--- src/rtl/int_alu_pkg.sv ---
package int_alu_pkg;

  typedef enum logic [2:0] {
    OP_ADD  = 3'd0,
    OP_ADDC = 3'd1,
    OP_AND  = 3'd2,
    OP_OR   = 3'd3,
    OP_XOR  = 3'd4,
    OP_NOT  = 3'd5
  } aluOp_e;

  // strobes from the control to the datapath
  typedef struct packed {
    logic fire;     // operation accepted this edge
    logic wrCa;     // load carry flag
    logic wrOv;     // load overflow / raise summary overflow
    logic wrCr;     // write condition field
    logic useCin;   // feed stored carry into the adder
  } ctrlStrobe_t;

endpackage

--- src/rtl/alu_ctrl.sv ---
module alu_ctrl
  import int_alu_pkg::*;
(
  input  logic        opValid,
  input  logic [2:0]  opCode,
  input  logic        carryEn,
  input  logic        ovEn,
  input  logic        recEn,
  output ctrlStrobe_t strobe
);

  always_comb begin
    strobe.fire   = opValid;
    strobe.wrCa   = opValid & carryEn;
    strobe.wrOv   = opValid & ovEn;
    strobe.wrCr   = opValid & recEn;
    strobe.useCin = (aluOp_e'(opCode) == OP_ADDC);
  end

endmodule

--- src/rtl/alu_datapath.sv ---
module alu_datapath
  import int_alu_pkg::*;
#(
  parameter int DATA_W = 32
) (
  input  logic              clk,
  input  logic              rst,
  input  ctrlStrobe_t       strobe,
  input  logic [2:0]        opCode,
  input  logic [DATA_W-1:0] opA,
  input  logic [DATA_W-1:0] opB,
  output logic [DATA_W-1:0] destData,
  output logic              destWe,
  output logic              crWe,
  output logic [3:0]        crField,
  output logic              flagCa,
  output logic              flagOv,
  output logic              flagSo
);

  localparam int EXT_W = DATA_W + 1;
  localparam int MSB   = DATA_W - 1;

  logic              caQ, ovQ, soQ;
  logic              carryIn;
  logic [EXT_W-1:0]  uSum;
  logic [DATA_W-1:0] res;
  logic              carryOut, ovOut, soNext;
  logic              resNeg, resZero, resPos;

  always_comb begin
    carryIn = strobe.useCin & caQ;
    uSum    = {1'b0, opA} + {1'b0, opB} + EXT_W'(carryIn);
    res      = '0;
    carryOut = 1'b0;
    ovOut    = 1'b0;
    unique case (opCode)
      3'd0, 3'd1: begin
        res      = uSum[MSB:0];
        carryOut = uSum[DATA_W];
        // top bit of the sign-extended sum is a^b^carry-out; compare with msb
        ovOut    = opA[MSB] ^ opB[MSB] ^ uSum[DATA_W] ^ uSum[MSB];
      end
      3'd2: res = opA & opB;
      3'd3: res = opA | opB;
      3'd4: res = opA ^ opB;
      3'd5: res = ~opA;
      default: res = '0;
    endcase
    soNext  = soQ | (strobe.wrOv & ovOut);
    resNeg  = res[MSB];
    resZero = (res == '0);
    resPos  = ~resNeg & ~resZero;
  end

  always_ff @(posedge clk) begin
    if (rst) begin
      caQ      <= 1'b0;
      ovQ      <= 1'b0;
      soQ      <= 1'b0;
      destData <= '0;
      destWe   <= 1'b0;
      crWe     <= 1'b0;
      crField  <= '0;
    end else begin
      destWe <= strobe.fire;
      crWe   <= strobe.wrCr;
      if (strobe.fire) destData <= res;
      if (strobe.wrCa) caQ <= carryOut;
      if (strobe.wrOv) begin
        ovQ <= ovOut;
        soQ <= soNext;
      end
      if (strobe.wrCr) crField <= {resNeg, resPos, resZero, soNext};
    end
  end

  assign flagCa = caQ;
  assign flagOv = ovQ;
  assign flagSo = soQ;

  // summary overflow only falls on reset
  assert_so_sticky_R6: assert property (@(posedge clk) disable iff (rst)
    soQ |=> soQ);

  // a set overflow flag always comes with a set summary flag
  assert_ov_implies_so_R5: assert property (@(posedge clk) disable iff (rst)
    ovQ |-> soQ);

  // carry holds when its write strobe is low
  assert_ca_hold_R9: assert property (@(posedge clk) disable iff (rst)
    !strobe.wrCa |=> $stable(caQ));

  // recorded field carries exactly one of neg/pos/zero
  assert_cr_onehot_R8: assert property (@(posedge clk) disable iff (rst)
    crWe |-> ($countones(crField[3:1]) == 1));

  // destination strobe only follows an accepted operation
  assert_dest_follows_valid_R9: assert property (@(posedge clk) disable iff (rst)
    !strobe.fire |=> !destWe);

endmodule

--- src/rtl/int_alu_flags.sv ---
module int_alu_flags
  import int_alu_pkg::*;
#(
  parameter int DATA_W = 32
) (
  input  logic              clk,
  input  logic              rst,
  input  logic              opValid,
  input  logic [2:0]        opCode,
  input  logic [DATA_W-1:0] opA,
  input  logic [DATA_W-1:0] opB,
  input  logic              carryEn,
  input  logic              ovEn,
  input  logic              recEn,
  output logic [DATA_W-1:0] destData,
  output logic              destWe,
  output logic              crWe,
  output logic [3:0]        crField,
  output logic              flagCa,
  output logic              flagOv,
  output logic              flagSo
);

  ctrlStrobe_t strobe;

  alu_ctrl u_ctrl (
    .opValid (opValid),
    .opCode  (opCode),
    .carryEn (carryEn),
    .ovEn    (ovEn),
    .recEn   (recEn),
    .strobe  (strobe)
  );

  alu_datapath #(.DATA_W(DATA_W)) u_dp (
    .clk      (clk),
    .rst      (rst),
    .strobe   (strobe),
    .opCode   (opCode),
    .opA      (opA),
    .opB      (opB),
    .destData (destData),
    .destWe   (destWe),
    .crWe     (crWe),
    .crField  (crField),
    .flagCa   (flagCa),
    .flagOv   (flagOv),
    .flagSo   (flagSo)
  );

endmodule

--- config.mk ---
export PLATFORM = sky130hd
export DESIGN_NAME = int_alu_flags
export DESIGN_NICKNAME = d
export VERILOG_FILES = /design/src/rtl/int_alu_pkg.sv /design/src/rtl/alu_ctrl.sv /design/src/rtl/alu_datapath.sv /design/src/rtl/int_alu_flags.sv
export SDC_FILE = /design/constraint.sdc
export NUM_CORES = 1
export LEC_CHECK = 0
export BUFFER_PORTS_ARGS = -buffer_cell sky130_fd_sc_hd__buf_2
export CAP_MARGIN = 20
export CORE_MARGIN = 2
export CORE_UTILIZATION = 57
export CTS_CLUSTER_DIAMETER = 40
export DETAILED_ROUTE_END_ITERATION = 6
export GPL_ROUTABILITY_DRIVEN = 0
export GPL_TIMING_DRIVEN = 0
export PLACE_DENSITY_LB_ADDON = 0.05
export SYNTH_ARGS = -nofsm -noshare
export SYNTH_HDL_FRONTEND = slang
export SYNTH_HIERARCHICAL = 1
export SYNTH_SLANG_ARGS = --single-unit
--- constraint.sdc ---
create_clock -name clk -period 5 [get_ports clk]
set_input_delay 0.75 -clock clk [delete_from_list [all_inputs] [get_ports clk]]
set_output_delay 0.75 -clock clk [all_outputs]
set_load 0.02 [all_outputs]
==> qor.csv <==
stage,metric,value,unit
outcome,status,"finished, final reports clean",
logic_synthesis,post-synth cell types,68,
drt,Starting DRT DRC Count,597,
hold_path,Hold Crit Start,u_dp/flagOv,
placement,Port Buffer Count,112,
worst_setup_path,crit end category,flop,
logic_synthesis,Cells after Synth,750,
cells_and_area,Layout Cells excl Fill,978,
worst_setup_path,critical path cell sequence,buf_2 > nor3b_2 > nand2_1 > fa_1 > inv_1 > fa_1 > a211oi_2 > nor4_1 > a211oi_2 > o31a_1 > a31oi_1 > xor2_1 > a21oi_1 > nand4_1 > or4_1 > a2bb2oi_1 > nor2_1,
clock_network,"Reg clk slew, reported paths",0.07,ns
grt,Total GRT Usage,34.24,%
clock_network,clock sinks,41,
worst_setup_path,cells on worst reg2reg path,15,
sta,final setup fails,0,
sta,Clock Skews,0.005087,ns
worst_setup_path,max incr delay on CP,0.55,ns
worst_setup_path,Reg2Reg Setup Slack,1.10,ns
clock_network,Root Buffer,clkbuf_8,
worst_setup_path,Crit Path Class,in -> reg,
sta,minimum clock period,4.307,ns
sta,worst slew pin tran,0.7771,ns
die,Die W,99.85,um
clock_network,CTS tree,done,
clock_network,Worst-Skew Late Latency,0.30,ns
worst_setup_path,worst path buffer plus inverter count,2,
logic_synthesis,Mean Syn Cell Area,6.982,um2
drt,Antenna Nets Post-Route,0,
grt,first-pass GRT wire length,27.23,mm
worst_setup_path,CP startpoint kind,input port,
drt,Residual DRC,0,
placement,"worst slack, placed",0.4998,ns
clock_network,Post-CTS Resized,0,
logic_synthesis,Synth Flop Type,dfxtp_1,
die,Initial Util,59.46,%
logic_synthesis,"EDFF count, synth",0,
cells_and_area,Final nets,1008,
sta,Sum Neg Setup Slack,0,ns
logic_synthesis,commonest cells in the synthesized netlist,"78 x inv_1, 75 x nor2_1, 71 x nand2_1, 64 x ha_1, 60 x a21oi_1",
pwr,VDD IR max,0.1245,mV
drt,TritonRoute pass-1 iters,6,
logic_synthesis,synth warn,6,
placement,placed insts,970,
cells_and_area,layout cells sized above 1,16.67,%
logic_synthesis,Yosys top cell by area,dfxtp_1,
clock_network,TritonCTS Buffers,5,
logic_synthesis,post-synthesis sequential area ratio,15.68,%
cells_and_area,final-layout fill cell count,817,
cells_and_area,number of antenna cells inserted,0,
die,Die ar.,9969,um2
hold_path,hold depth,2,
sta,worst setup margin,0.6927,ns
worst_setup_path,"delay-heaviest family, CP",compound AO/OA/AOI/OAI gates,
logic_synthesis,Mapped Area,5236,um2
logic_synthesis,register bit total from synthesis,41,
clock_network,H-tree lvl count,2,
grt,number of global-route vias before repair,5606,
die,Cell Rows,34,
placement,HPWL Detailed,13.93,mm
sta,hold_ws,0.4720,ns
die,core area,8806,um2
clock_network,clock buffer depth,2,
sta,RSZ-0062 raised after global routing,false,
cells_and_area,Layout Utilization,68.30,%
worst_setup_path,CP required,5.23,ns
cells_and_area,P&R area growth vs syn,14.86,%
drt,routed length per instance,17.75,um
worst_setup_path,CP Max Fanout,6,
sta,fin. max-slew vios,0,
die,IO Count,114,
flow_run,max cap viols,0,
grt,grt ovf,0,
logic_synthesis,post-synth top area share,15.68,%
logic_synthesis,cell with the most instances after synthesis,inv_1,
logic_synthesis,Async SR Flop Fraction,0,%
worst_setup_path,Critical R2R Capture,u_dp/crField[1],
drt,vias,6153,
logic_synthesis,synthesized net count,889,
worst_setup_path,worst r2r src,u_dp/flagCa,
worst_setup_path,critical path's slowest cell,or4_1,
hold_path,worst hold endpoint,u_dp/flagOv,
pwr,Power Dens Cells,197.4,nW/um2
pwr,Leak,2.889,nW
sta,Tcrit/Tclk final,86.15,%
sta,final hold viol count,0,
drt,vias per cell,6.291,
sta,FMAX,232.2,MHz
sta,max_slew headroom,48.00,%
grt,initial antenna violation count,0,
drt,final WL,17.36,mm
grt,largest net degree at the start of global routing,13,
worst_setup_path,Worst EP arrival,4.54,ns
logic_synthesis,ranking of synthesized cells by area,"dfxtp_1 16%, ha_1 15%, a21oi_1 5.7%",
clock_network,Post-CTS Setup Bufs,0,
die,die extent in y,99.85,um
clock_network,Hold Buf Count CTS,0,
hold_path,HP Class,reg -> reg,
-- tightest hold or removal path, delay by kind of cell (launching register included) --
kind,cells,cell delay [ns]
DFF,1,0.31
AOI/OAI and AO/OA,1,0.06
and+or+nand+nor,1,0.06
-- worst max path at each step --
stage | from | end | slack (ns) | cells after the start
finish | opCode[0] | u_dp/crField[1] | 0.69 | 17
global route | opCode[0] | u_dp/crField[2] | 0.52 | 17
CTS | opCode[0] | u_dp/crField[1] | 0.79 | 17
detailed placement | opCode[0] | u_dp/crField[1] | 0.50 | 17
global placement | opCode[0] | u_dp/crField[2] | 0.58 | 17
floorplan | opCode[0] | u_dp/crField[1] | 1.23 | 16
-- layer usage --
| metal | share of wire (%) | track usage [%] | vias to the layer above |
|---|---|---|---|
| met5 | 0 | 0 | - |
| met4 | 3.6 | 14.86 | 0 |
| met3 | 11 | 6.058 | 55 |
| met2 | 44 | 55.41 | 374 |
| met1 | 41 | 44.85 | 2829 |
| li1 | - | - | 2895 |
-- area by class of cell --
type                            count  area (um2)  area share, %
Buffer                             56       240.2          3.994
Sequential cell                    41       820.8          13.65
Tap cell                          108       135.1          2.247
Clock buffer                        6       72.57          1.207
Multi-Input combinational cell    575        3882          64.55
Timing Repair Buffer              112       560.5          9.320
Inverter                           78       292.8          4.868
Clock inverter                      2       10.01         0.1664
-- report_power, final --
group	internal, mW	switching, mW
Sequential	0.351	0.0116
Combinational	0.226	0.396
Clock	0.0965	0.106
Total	0.673	0.515
-- registers in the layout, summed over array words and instances (netlist names) --
register	flops
u_dp/crField	4
u_dp/crWe	1
u_dp/destData	32
u_dp/destWe	1
u_dp/flagCa	1
u_dp/flagOv	1
u_dp/flagSo	1
-- through the flow --
step,instance area (um2),total power [mW]
after CTS,6015,1.170
after floorplan,5236,0.7855
after detailed placement,5932,0.9684
after global routing,6015,1.259
after global placement,5932,0.9496
final,6015,1.188
-- cells in the final DEF, fill, tap and decap left out, types with 21 or more instances in the layout --
cell type and instances:
clkbuf_1 39, nand2_1 71, ha_1 64, dfxtp_1 41, buf_2 121, o22ai_1 21, a211oi_1 36, o21ai_0 54
nor2_1 75, inv_1 78, a21oi_1 60
-- cells by family after synthesis --
family	Yosys count	share of synthesized area, %
AND/OR/NAND/NOR	214	18.42
buffers and inverters	134	10.18
AO/OA/AOI/OAI	253	32.23
flip-flops	41	15.68
XOR/XNOR	25	4.182
multiplexers	17	3.250
adder cells (fa/ha/maj)	66	16.06
No activity file was read; power rests on OpenSTA's default activity.
